**src/rtl/tsu_pkg.sv**
```systemverilog
package tsu_pkg;

    typedef enum logic [1:0] {
        TK_NONE = 2'b00,
        TK_RED  = 2'b01,
        TK_PRIV = 2'b10,
        TK_HYP  = 2'b11
    } trap_kind_e;

    // processor-state bit positions
    localparam int PS_IE   = 1;
    localparam int PS_PRIV = 2;
    localparam int PS_AM   = 3;
    localparam int PS_PEF  = 4;
    localparam int PS_TLE  = 8;
    localparam int PS_CLE  = 9;

    // hypervisor-state bit positions
    localparam int HS_HPRIV = 2;
    localparam int HS_RED   = 5;
    localparam int HS_IBE   = 10;

endpackage

```
**src/rtl/tsu_pstate_rewrite.sv**
```systemverilog
module tsu_pstate_rewrite
    import tsu_pkg::*;
#(
    parameter int PS_W = 16
) (
    input  trap_kind_e        kind,
    input  logic [PS_W-1:0]   ps_old,
    output logic [PS_W-1:0]   ps_new
);

    always_comb begin
        ps_new = ps_old;
        unique case (kind)
            TK_NONE: ps_new = ps_old;
            TK_RED: begin
                ps_new          = '0;
                ps_new[PS_PRIV] = ps_old[PS_PRIV];
                ps_new[PS_PEF]  = 1'b1;
            end
            TK_PRIV: begin
                ps_new[PS_PEF]  = 1'b1;
                ps_new[PS_AM]   = 1'b0;
                ps_new[PS_IE]   = 1'b0;
                ps_new[PS_PRIV] = 1'b1;
                ps_new[PS_CLE]  = ps_old[PS_TLE];
            end
            TK_HYP: begin
                ps_new[PS_PEF]  = 1'b1;
                ps_new[PS_AM]   = 1'b0;
                ps_new[PS_IE]   = 1'b0;
                ps_new[PS_CLE]  = 1'b0;
            end
            default: ps_new = ps_old;
        endcase
    end

endmodule

```
**src/rtl/tsu_hpstate_rewrite.sv**
```systemverilog
module tsu_hpstate_rewrite
    import tsu_pkg::*;
#(
    parameter int HS_W = 16
) (
    input  trap_kind_e        kind,
    input  logic [HS_W-1:0]   hs_old,
    output logic [HS_W-1:0]   hs_new
);

    always_comb begin
        hs_new = hs_old;
        unique case (kind)
            TK_NONE, TK_PRIV: hs_new = hs_old;
            TK_RED: hs_new[HS_RED] = 1'b1;
            TK_HYP: begin
                hs_new[HS_RED]   = 1'b0;
                hs_new[HS_HPRIV] = 1'b1;
                hs_new[HS_IBE]   = 1'b0;
            end
            default: hs_new = hs_old;
        endcase
    end

endmodule

```
**src/rtl/tsu_gl_step.sv**
```systemverilog
module tsu_gl_step #(
    parameter int GL_W   = 3,
    parameter int GL_MAX = 6
) (
    input  logic [GL_W-1:0] gl_old,
    output logic [GL_W-1:0] gl_new
);

    localparam logic [GL_W-1:0] CEIL = GL_W'(GL_MAX);

    // compare before adding so the top code never wraps
    always_comb begin
        if (gl_old >= CEIL) gl_new = CEIL;
        else                gl_new = gl_old + GL_W'(1);
    end

endmodule

```
**src/rtl/trap_state_unit.sv**
```systemverilog
module trap_state_unit
    import tsu_pkg::*;
#(
    parameter int PS_W   = 16,
    parameter int HS_W   = 16,
    parameter int GL_W   = 3,
    parameter int GL_MAX = 6
) (
    input  logic            clk,
    input  logic            rst,
    input  logic            load_en,
    input  logic [PS_W-1:0] load_pstate,
    input  logic [HS_W-1:0] load_hpstate,
    input  logic [GL_W-1:0] load_gl,
    input  logic            trap_take,
    input  logic [1:0]      trap_kind,
    output logic [PS_W-1:0] pstate,
    output logic [HS_W-1:0] hpstate,
    output logic [GL_W-1:0] gl
);

    trap_kind_e      kind;
    logic [PS_W-1:0] ps_trap, ps_next;
    logic [HS_W-1:0] hs_trap, hs_next;
    logic [GL_W-1:0] gl_trap, gl_next;
    logic            real_trap;

    assign kind      = trap_kind_e'(trap_kind);
    assign real_trap = trap_take && (kind != TK_NONE);

    tsu_pstate_rewrite #(.PS_W(PS_W)) u_ps (
        .kind   (kind),
        .ps_old (pstate),
        .ps_new (ps_trap)
    );

    tsu_hpstate_rewrite #(.HS_W(HS_W)) u_hs (
        .kind   (kind),
        .hs_old (hpstate),
        .hs_new (hs_trap)
    );

    tsu_gl_step #(.GL_W(GL_W), .GL_MAX(GL_MAX)) u_gl (
        .gl_old (gl),
        .gl_new (gl_trap)
    );

    // next-state selection: load beats trap, trap beats hold
    always_comb begin
        ps_next = pstate;
        hs_next = hpstate;
        gl_next = gl;
        if (load_en) begin
            ps_next = load_pstate;
            hs_next = load_hpstate;
            gl_next = load_gl;
        end else if (real_trap) begin
            ps_next = ps_trap;
            hs_next = hs_trap;
            gl_next = gl_trap;
        end
    end

    always_ff @(posedge clk) begin
        if (rst) begin
            pstate  <= '0;
            hpstate <= '0;
            gl      <= '0;
        end else begin
            pstate  <= ps_next;
            hpstate <= hs_next;
            gl      <= gl_next;
        end
    end

endmodule

```
**config.mk**
```make
export PLATFORM = sky130hd
export DESIGN_NAME = trap_state_unit
export DESIGN_NICKNAME = d
export VERILOG_FILES = /design/src/rtl/tsu_pkg.sv /design/src/rtl/tsu_pstate_rewrite.sv /design/src/rtl/tsu_hpstate_rewrite.sv /design/src/rtl/tsu_gl_step.sv /design/src/rtl/trap_state_unit.sv
export SDC_FILE = /design/constraint.sdc
export NUM_CORES = 1
export LEC_CHECK = 0
export BUFFER_PORTS_ARGS = -buffer_cell sky130_fd_sc_hd__buf_2
export CAP_MARGIN = 20
export CORE_AREA = 5 5 63 65
export CTS_BUF_LIST = sky130_fd_sc_hd__clkbuf_4 sky130_fd_sc_hd__clkbuf_8
export DETAILED_ROUTE_END_ITERATION = 16
export DIE_AREA = 0 0 68 70
export PLACE_DENSITY_LB_ADDON = 0.2
export RECOVER_POWER = 50
export SETUP_SLACK_MARGIN = 0.1
export SYNTH_ARGS = -nofsm -noshare
export SYNTH_HDL_FRONTEND = slang
export SYNTH_SLANG_ARGS = --single-unit
```
**constraint.sdc**
```tcl
create_clock -name clk -period 1.55 [get_ports clk]
set_clock_uncertainty 0.2 [all_clocks]
set_input_delay 0.0775 -clock clk [delete_from_list [all_inputs] [get_ports clk]]
set_output_delay 0.0775 -clock clk [all_outputs]
set_load 0.05 [all_outputs]
```
# == Word-level counts from Yosys, hierarchy flattened ==
# Index checks and enable logic that the tools add are counted.
# totals
ff_bits,35
input_bits,41
out_inout_bits,35
word_cells,46
# classes
n_addsub,1
magnitude_cmp,1
n_eq_ne,5
muxes,17
reduce_logical,15
# ops
op,n
16-bit two-way mux,3
11-bit two-way mux,1
2-bit AND reduction,5
2-bit nonzero test,5
3-bit two-way mux,3
6-bit two-way mux,1
1-bit two-way mux,5
"2-bit == test, second input constant",2
4-bit two-way mux,1
"2-bit != test, second input constant",2
1-bit one-hot mux with 2 select lines,2
2-bit OR reduction,2
"3-bit by 1-bit adder with 3-bit output, second input constant",1
"3-bit >= comparator, second input constant",1
3-bit OR reduction,1
"2-bit by 1-bit == test with 1-bit output, second input constant",1
2-bit logical NOT,1
2-bit two-way mux,1
1-bit logical AND,1

# == Logic depth before layout (Yosys ltp) ==
# Gate-level depths: netlist of run 1.
# logic_depth
depth_word,5
depth_mapped,5
depth_no_buf,5

# == Modules after synthesis ==
# A second synthesis of run 1 with hierarchy kept.
# hier_totals
cells_unflattened,245
area_unflattened_um2,2232.1
# modules_own_cells
mod,n_inst,cells_per_inst,area_per_inst_um2,seq_area_each_um2
trap_state_unit,1,199,1908.1,700.7
tsu_pstate_rewrite,1,20,132.6,0.0
tsu_hpstate_rewrite,1,17,127.6,0.0
tsu_gl_step,1,9,63.8,0.0

# == Worst setup path after synthesis of run 1 ==
# Ideal clock, no wire load.
# synth_path
path_kind,reg2reg
startpoint,register gl[0]
endpoint,register gl[2]
setup_ps,134
arrival_ps,1362
required_ps,1216
path_slack_ps,-146
stages_incl_launch_ff,6
path_buffers,0
period_less_slack_ps,1696
path_cell_list,dfxtp_1 inv_1 ha_1 nand4bb_1 o211ai_1 a311oi_2
# synth_between
elab_chain_len,4
word_cells_on_any_way,5
classes_between,1 x add/sub; 1 x order compare; 3 x mux
# synth_lines
element,line,text
start: declaration,trap_state_unit.sv:19,output logic [GL_W-1:0] gl
start signal: assignment,trap_state_unit.sv:72,gl <= gl_next;
3-bit by 1-bit adder with 3-bit output / 3-bit >= comparator (equally long branches),"tsu_gl_step.sv:14, tsu_gl_step.sv:13",
3-bit two-way mux *,tsu_gl_step.sv:13,if (gl_old >= CEIL) gl_new = CEIL;
3-bit two-way mux *,trap_state_unit.sv:57,end else if (real_trap) begin
3-bit two-way mux *,trap_state_unit.sv:53,if (load_en) begin
# Every way passes the cells marked *; elsewhere a longest branch is shown, timed or not. The select of a mux whose other input is x is not followed.
# A chain may end at the register's enable or synchronous reset.

# == Worst setup path after layout of run 1 ==
# layout_path
startpoint,input load_pstate[2]
endpoint,register pstate[2]
# layout_between
elab_chain_len,1
# layout_lines
element,line,text
start: declaration,trap_state_unit.sv:12,"input logic [PS_W-1:0] load_pstate,"
16-bit two-way mux,trap_state_unit.sv:53,
end signal: assignment,trap_state_unit.sv:70,pstate <= ps_next;
end: declaration,trap_state_unit.sv:17,"output logic [PS_W-1:0] pstate,"
# No other way between the ends.

==> impl_results.md, run 1 <==
* Status: finished, violations left
* Violated checks: negative hold slack
* Port buffer count at 75
* Least-Margin Pin Slew at approximately 630 ps
* Worst Setup End Kind: flop
* Layout filler cell count at roughly 260
* Setup TNS at 0 ps
* Final Setup Violations at 0
* Max-cap violations at 0
* Largest net degree at the start of global routing at 18
* Initial DRC Count at roughly 120
* Fin crit period at around 1400 ps
* Pwr dens at around 870 mW/mm^2
* Initial core utilization at a little over two fifths
* Final Net Count at 323
* Via count at about 1600
* Most frequent cells in the layout: 52 x buf_2, 48 x dlygate4sd3_1, 32 x dfxtp_1
* Placed inst area at between 0.0015 and 0.002 sq mm
* Placeable Area at between 0.003 and 0.004 sq mm
* CTS tree: built
* Setup ws final at between 100 and 150 ps
* Crit Path Max Fanout at 1
* Root Buffer: clkbuf_4
* Cell Area, Synth at between 0.001 and 0.0015 sq mm
* Die H at about 70 um
* Pwr Total at 2.07 mW
* Post-Route Utilization at 72.3%
* Commonest non-fill, non-tap cell in the layout: buf_2
* WS Path Type: primary input to flop
* CP arrival at about 1500 ps
* Fmax at approximately 700 MHz
* Number of CTS-inserted buffers at 5
* Diodes inserted at 0
* # DRC at 0
* Most used cell, CP: dlygate4sd3_1
* Rel. slew slack at approximately 58%
* Die width at between 60 and 70 um
* H-tree levels at 2
* Sequential fraction of the synthesis area at between 40% and 50%
* GRT overflow at 0
* Initial antenna violation count at 0
* Worst Path Required at roughly 1600 ps
* Drt total wl at approximately 4400 um
* Startpoint Class: primary input
* Clk buf depth at 2
* I/O pin total at between 70 and 80
* Worst-Skew Late Latency at 320 ps
* CP cell instances: dlygate4sd3_1 -> buf_2 -> o211a_1 -> dlygate4sd3_1
* DR vias/cell at between 4 and 5
* Period Utilization, post-route at roughly 90%
* Worst hold path depth at 3
* R2R Setup Slk at 150 ps
* Layout cell share with drive strength beyond 1 at between 30% and 40%
* Routed wire length per instance at 13.6 um
* Post-route ant nets at 0
* Static Leak at approximately 1.1 nW
* Die ar. at 0.00476 sq mm
* Clock sinks at 35
* Total GRT Usage at between 20% and 30%
* Clk slew on worst S/H paths at about 100 ps
* Row cnt at 21
* Library cells used by synthesis at 31
* R2R depth at 4
* Critical path's largest stage delay at around 540 ps
* Length of the first detailed-routing pass in iterations at 4
* Placed cells at 271
* Area grow syn2layout at 66.4%
* Via count of the first global-routing pass at between 1500 and 2000
* Syn Nets at 197
* Maximum vdd drop at around 0.65 mV
* Synthesis Warnings at 0
* Syn Area/Cell at about 9.3 sq um
* First-pass GRT wire length at about 7300 um
* Yosys reg bits at 35
* Post-DP HPWL at roughly 2800 um
* Slew Viols, Final at 0
* Min-delay worst type: primary input to flop
* Hold_ws at -36.4 ps
* Final Hold Vio Count at 1
* GPL Wtd Cong at just under 0.8
* Post-route cell area at between 0.002 and 0.0025 sq mm
* Post-Synthesis Cells at between 150 and 200
* Setup slack at placement at a little under 200 ps
* Unrepaired setup endpoints after global routing: no
* Final Non-Filler Cells at around 330
* Max stage delay cell, worst path: dlygate4sd3_1
cell families after synthesis:
| logic type | synth area share [%] |
|---|---|
| and+or+nand+nor | 17.4 |
| DFF | 49.1 |
| AOI/OAI and AO/OA | 16.2 |
| buffers and inverters | 6.40 |
| muxes | 9.12 |
| adders and majority gates | 1.75 |
cell type report:
type / count / area [sq um] / share of cell area [%]
tap: 46 / 57.6 / 2.42
inverter: 4 / 15.0 / 0.633
clock buffer: 6 / 51.3 / 2.16
clock inverter: 1 / 5.00 / 0.211
multi-input combinational: 104 / 634 / 26.7
timing repair buffer: 130 / 901 / 38.0
sequential: 35 / 709 / 29.9
synthesized netlist by cell type (all sizes together):
master | number | area (sq um)
nand3b | 1 | 7.51
a311oi | 2 | 30.0
mux2i | 13 | 130
buf | 8 | 65.1
clkbuf | 3 | 11.3
nor3b | 1 | 7.51
a211oi | 3 | 27.5
o211a | 1 | 10.0
o221a | 1 | 11.3
dfxtp | 35 | 701
nor3 | 4 | 20.0
nand2 | 16 | 62.6
nor2 | 18 | 67.6
ha | 2 | 25.0
o21a | 1 | 7.51
nand3 | 13 | 65.1
o31ai | 1 | 7.51
nand4bb | 1 | 11.3
a31oi | 1 | 6.26
nand2b | 1 | 6.26
a22oi | 2 | 15.0
o21ai | 4 | 23.8
inv | 4 | 15.0
a21oi | 17 | 85.1
o211ai | 1 | 7.51
worst max-delay path: cells and delay by family:
kind | cells | cell delay (ps)
AO/OA/AOI/OAI | 1 | 190
buffers and inverters | 3 | 1190
sequential cells by signal, indices dropped and copies added (netlist names):
name / count
gl: 3
hpstate: 16
pstate: 16
metal layers:
metal	global-route usage [%]	vias up	part of all wire, %
li1	-	791	-
met1	21.8	733	39
met2	34.3	77	52
met3	5.93	9	7.5
met4	9.71	0	1.6
met5	0	-	0
final timing paths:
path,to,start
worst min register to register,hpstate[2],hpstate[2]
worst max-delay path,pstate[2],load_pstate[2]
worst max register to register,pstate[2],pstate[2]
worst min-delay path,pstate[1],load_en
power breakdown:
group | total [mW] | switching, mW | leakage [nW] | internal (mW)
Sequential | 0.992 | 0.0350 | 0.291 | 0.957
Clock | 0.490 | 0.280 | 0.0341 | 0.210
Combinational | 0.585 | 0.360 | 0.800 | 0.225
what timing repair did:
| action | 4_1_cts | 5_1_grt |
|---|---|---|
| setup buffers | 0 | 0 |
| hold endpoints to repair | 35 | 0 |
| gates resized for setup | 0 | 2 |
| hold buffers | 49 | 0 |
| endpoints found under the setup margin | 0 | 4 |
(Power assumes the default switching activity.)
==> run 2: changes to the inputs <==
HOLD_SLACK_MARGIN = 0.03   (was not set)
==> run 2 against run 1 <==
Against the previous run: the flow now finishes without violations; via count up 5.2%; highest routed layer unchanged; non-clock buffer count up 16; global-route usage up 2.5 points; utilization up 4.8 points.
==> impl_results.md, run 2 (synthesized netlist as in run 1, its figures left out) <==
* Routed wire length per instance at 14.9 um (+9.7%)
* Switch share at 32.9% (+0.23 points)
* Post-route cell area at 0.00253 sq mm (+6.6%)
* Worst-Skew Late Latency at 320 ps (about the same)
* Period Utilization, post-route at 93.7% (+1.6 points)
* Die H at 70 um (unchanged)
* Setup TNS at 0 ps (unchanged)
* Drt total wl at 5100 um (+15%)
* Unrepaired setup endpoints after global routing: yes
* Slew Viols, Final at 0 (unchanged)
* Max-cap violations at 0 (unchanged)
* Pwr dens at 835 mW/mm^2 (-4.1%)
* Length of the first detailed-routing pass in iterations at 4 (unchanged)
* Diodes inserted at 0 (unchanged)
* Worst Path Required at 1570 ps (about the same)
* Fin crit period at 1450 ps (+25.6 ps)
* DR vias/cell at 4.95 (+0.29%)
* Maximum vdd drop at 0.667 mV (+3.3%)
* Post-Route Utilization at 77.0% (+4.8 points)
* CTS tree: built
* Via count at 1694 (+5.2%)
* Initial core utilization at 43.4% (unchanged)
* Layout cell share with drive strength beyond 1 at 32.1% (-1.5 points)
* Crit Path Max Fanout at 1 (unchanged)
* Final Setup Violations at 0 (unchanged)
* GRT overflow at 0 (unchanged)
* Largest net degree at the start of global routing at 18 (unchanged)
* Total GRT Usage at 22.6% (+2.5 points)
* Initial DRC Count at 147 (+25%)
* Rel. slew slack at 60.6% (+2.5 points)
* Via count of the first global-routing pass at 1771 (+8.1%)
* Placeable Area at 0.00328 sq mm (unchanged)
* Most frequent cells in the layout: 62 x dlygate4sd3_1, 49 x buf_2, 32 x dfxtp_1
* Root Buffer: clkbuf_4
* Hold_ws at 54.9 ps (+91.3 ps)
* Internal at 1.42 mW (+1.8%)
* Placed inst area at 0.00184 sq mm (unchanged)
* Startpoint Class: primary input
* Number of CTS-inserted buffers at 5 (unchanged)
* WS Path Type: primary input to flop
* First-pass GRT wire length at 8180 um (+12%)
* Min-delay worst type: primary input to flop
* I/O pin total at 76 (unchanged)
* Die width at 68 um (unchanged)
* Final Non-Filler Cells at 342 (+4.9%)
* Initial antenna violation count at 0 (unchanged)
* Sequential Power Share at 47.1% (-0.9 points)
* Power share of the clock group at 23.3% (-0.4 points)
* Status: completed
* # DRC at 0 (unchanged)
* CP arrival at 1480 ps (+30 ps)
* Least-Margin Pin Slew at 594 ps (-34.9 ps)
* Worst Setup End Kind: flop
* Top flop regs: hpstate: 16 flops, pstate: 16 flops, gl: 3 flops
* Setup ws final at 97.1 ps (-25.6 ps)
* Pwr Total at 2.11 mW (+2.2%)
* Switching pwr at 695 uW (+2.9%)
* Setup slack at placement at 199 ps (unchanged)
* Post-route ant nets at 0 (unchanged)
* Row cnt at 21 (unchanged)
* Post-DP HPWL at 2830 um (unchanged)
* Fmax at 688 MHz (-1.8%)
* Clock sinks at 35 (unchanged)
* Clk buf depth at 2 (unchanged)
* Placed cells at 271 (unchanged)
* Final Net Count at 339 (+5.0%)
* Clk slew on worst S/H paths at 100 ps (about the same)
* Comb pwr share at 29.6% (+1.3 points)
* Port buffer count at 75 (unchanged)
* Area grow syn2layout at 77.4%
* GPL Wtd Cong at 0.774 (unchanged)
* Die ar. at 0.00476 sq mm (unchanged)
* H-tree levels at 2 (unchanged)
* Commonest non-fill, non-tap cell in the layout: dlygate4sd3_1
* Static Leak at 1.21 nW (+7.3%)
* Final Hold Vio Count at 0 (-1)
[run 2: path summary, 6_finish.rpt]
path	start	to	slack, ps	depth (start not counted)
min	load_en	gl[0]	50	3
max reg2reg	pstate[12]	pstate[12]	130	3
min reg2reg	hpstate[2]	hpstate[2]	270	2
max	load_hpstate[7]	hpstate[7]	100	5
[run 2: worst max-delay path: stages]
cell           delay, ps
dlygate4sd3_1        530
buf_2                120
mux2i_1              130
nor2_1                60
dlygate4sd3_1        560
[run 2: what timing repair did]
action                                  in CTS  in global routing
endpoints found under the setup margin       0                 23
buffers inserted                             0                  2
endpoints found under the hold margin       35                  9
resized for setup                            0                  4
hold buffers                                71                  1
[run 2: area by class of cell]
cell class              instances  area, sq um
repair buffers                146         1050
fillers                       232          754
flip-flops and latches         35          709
multi-input cells             104          634
well taps                      46         57.6
clock buffers                   6         51.3
inverters                       4         17.5
clock inverters                 1         5.00
[run 2: routing by layer]
| layer | wire length [um] | track usage, % | vias up |
|---|---|---|---|
| met5 | 0 | 0 | - |
| met4 | 78 | 8.61 | 0 |
| met3 | 269 | 5.29 | 9 |
| met2 | 2770 | 40.6 | 59 |
| met1 | 1980 | 24.6 | 803 |
| li1 | - | - | 823 |
[run 2: power by group through the flow]
stage          clock network [mW]  registers, mW  logic, mW
5_1_grt                     0.542           1.00      0.665
6_report                    0.493          0.995      0.625
3_3_place_gp                    0           1.01      0.485
3_5_place_dp                    0           1.01      0.490
4_1_cts                     0.508          0.990      0.632
2_1_floorplan                   0           1.21      0.152
==> run 3: changes to the inputs <==
ABC_AREA = 1   (was not set)
==> run 3 against run 2 <==
Against the previous run: the run now ends with negative hold slack left; die area unchanged; sequential power up 0.4%; flip-flop and latch count unchanged; largest cell class unchanged; routed wire length down 4.6%.
==> impl_results.md, run 3 <==
* Period Utilization, post-route at 91.3% (-2.4 points)
* Startpoint Class: flop
* Violated checks: negative hold slack
* Root Buffer: clkbuf_4
* I/O pin total at 76 (unchanged)
* Least-Margin Pin Slew at 591 ps (-2.77 ps)
* Pwr dens at 824 mW/mm^2 (-1.3%)
* Post-DP HPWL at 2690 um (-5.1%)
* Top post-synthesis cells by area: dfxtp_1 49%, nand2_1 10%, nor2_1 9.1%
* Clk buf depth at 2 (unchanged)
* Crit Path Max Fanout at 2 (+1)
* GPL Wtd Cong at 0.733 (-5.3%)
* Diodes inserted at 0 (unchanged)
* Rel. slew slack at 60.8% (+0.18 points)
* Placed inst area at 0.00183 sq mm (-0.88%)
* Worst path top cell family by delay: buffers and inverters
* CTS tree: built
* Setup TNS at 0 ps (unchanged)
* Post-route ant nets at 0 (unchanged)
* Post-route cell area at 0.00265 sq mm (+4.5%)
* Row cnt at 21 (unchanged)
* Die ar. at 0.00476 sq mm (unchanged)
* Via count at 1785 (+5.4%)
* Initial antenna violation count at 0 (unchanged)
* DR vias/cell at 4.64 (-6.4%)
* Status: finished, violations left
* Unrepaired setup endpoints after global routing: no
* Commonest non-fill, non-tap cell in the layout: dlygate4sd3_1
* Final Net Count at 382 (+13%)
* GRT overflow at 0 (unchanged)
* Length of the first detailed-routing pass in iterations at 4 (unchanged)
* EDFF count, synth at 0 (unchanged)
* Reg2Reg Launch Point: hpstate[15]
* Clock sinks at 35 (unchanged)
* Post-Synthesis Cells at 189 (+23%)
* Fmax at 706 MHz (+2.6%)
* Port buffer count at 75 (unchanged)
* Top cells by instance count after synthesis: 39 x nand2_1, 35 x dfxtp_1, 35 x nor2_1
* Count leader, synth: nand2_1
* Worst Path Required at 1270 ps (-300 ps)
* Routed wire length per instance at 12.6 um (-15%)
* Syn Nets at 232 (+18%)
* Number of CTS-inserted buffers at 5 (unchanged)
* Syn Area/Cell at 7.63 sq um (-18%)
* Yosys reg bits at 35 (unchanged)
* Clk slew on worst S/H paths at 100 ps (about the same)
* Min-delay worst type: primary input to flop
* First-pass GRT wire length at 7920 um (-3.1%)
* Static Leak at 1.30 nW (+7.5%)
* Largest net degree at the start of global routing at 19 (+1)
* Worst Setup End Kind: output port
* Area grow syn2layout at 83.3%
* Max stage delay cell, worst path: buf_1
* Total GRT Usage at 21.4% (-1.1 points)
* Die H at 70 um (unchanged)
* Initial DRC Count at 110 (-25%)
* Layout cell share with drive strength beyond 1 at 31.3% (-0.83 points)
* H-tree levels at 2 (unchanged)
* WS Path Type: flop to output port
* Critical path's largest stage delay at 470 ps (-90 ps)
* Die width at 68 um (unchanged)
* Fin crit period at 1420 ps (-36.9 ps)
* CP cell instances: buf_1
* Hold_ws at -12.4 ps (-67.3 ps)
* Top flop regs: hpstate: 16 flops, pstate: 16 flops, gl: 3 flops
* Dominant synthesized flop cell: dfxtp_1
* Cell Area, Synth at 0.00144 sq mm (+1.1%)
* Drt total wl at 4860 um (-4.6%)
* Final Setup Violations at 0 (unchanged)
* Top-area cell type share of the netlist area at 48.6% (-0.55 points)
* Library cells used by synthesis at 20 (-35%)
* Placeable Area at 0.00328 sq mm (unchanged)
* Slew Viols, Final at 0 (unchanged)
* Hold Crit Start: load_en
* Worst-Skew Late Latency at 330 ps (about the same)
* Initial core utilization at 43.9% (+0.50 points)
* # DRC at 0 (unchanged)
* Via count of the first global-routing pass at 1835 (+3.6%)
* Max-cap violations at 0 (unchanged)
* Final Hold Vio Count at 1 (+1)
* Area leader, netlist: dfxtp_1
* Bufs and invs on worst path at 1 (-2)
* Pwr Total at 2.18 mW (+3.2%)
* Asr flop ratio synth at 0% (unchanged)
* Worst setup startpoint: pstate[3]
* Synthesis Warnings at 0 (unchanged)
* Sequential fraction of the synthesis area at 48.6% (-0.55 points)
* Maximum vdd drop at 0.744 mV (+11%)
* CP arrival at 1140 ps (-340 ps)
* Most frequent cells in the layout: 72 x dlygate4sd3_1, 41 x buf_2, 39 x nand2_1
## run 3: cell types whose count changed after synthesis, sizes merged, moves of 2 or more
cell,delta
a311oi,-2
nand3,-8
a21oi,+4
nand2,+25
mux2i,-13
nor3,-4
inv,+7
o21ai,+20
a211oi,-3
nor2,+18
## run 3: where the power goes
group / internal [mW] / leakage [nW] / switching [mW]
Combinational: 0.272 / 0.972 / 0.402
Sequential: 0.961 / 0.291 / 0.0375
Clock: 0.210 / 0.0341 / 0.296
Total: 1.44 / 1.30 / 0.736
## run 3: timing repair
action	CTS	global route
setup endpoints to repair	0	16
hold endpoints to repair	35	2
buffers inserted	0	3
gates resized for setup	0	15
hold buffers	75	1
## run 3: per-layer routing
metal / share of wire, % / track usage, % / up-vias
met5: 0 / 0 / -
li1: - / - / 908
met4: 1.3 / 7.06 / 0
met2: 50 / 37.7 / 71
met1: 41 / 24.6 / 797
met3: 8.2 / 5.29 / 9
## run 3: area by class of cell
class                           instances  area (sq um)
Clock inverter                          1          5.00
Inverter                               11          43.8
Clock buffer                            6          51.3
Timing Repair Buffer                  154          1150
Multi-Input combinational cell        132           632
Sequential cell                        35           707
Fill cell                             219           639
Tap cell                               46          57.6
## run 3: worst paths after layout
check	endpoint	slack, ps	depth (start not counted)
setup reg to reg	hpstate[15]	160	3
hold / removal	gl[0]	-10	3
hold reg to reg	hpstate[2]	280	2
setup / recovery	pstate[3]	130	1
## run 3: worst register-to-register path: stages (launching register included)
cell and delay [ps]:
dfxtp_1 320, o21ai_0 150, nor2_1 60, dlygate4sd3_1 560
## run 3: per-stage QoR
| stage | setup WS (ps) | std cells | util (%) | hold slack, ps |
|---|---|---|---|---|
| 3_3_place_gp | 183 | 303 | 55.7 | 101 |
| 3_5_place_dp | 152 | 303 | 55.7 | 105 |
| 5_1_grt | 96.7 | 385 | 80.5 | 56.6 |
| 6_report | 134 | 385 | 80.5 | -12.4 |
| 2_1_floorplan | 102 | 189 | - | 12.4 |
| 4_1_cts | 128 | 385 | 80.2 | 30.5 |
## run 3: logic make-up (layout without fill, tap and decap cells)
| kind of cell | count (synthesis) | count (layout) | synth area share [%] |
|---|---|---|---|
| fa+ha+maj | 2 | 2 | 1.73 |
| flops | 35 | 35 | 48.6 |
| buf+inv | 22 | 172 | 8.85 |
| compound gates | 47 | 47 | 18.1 |
| simple gates | 83 | 83 | 22.7 |
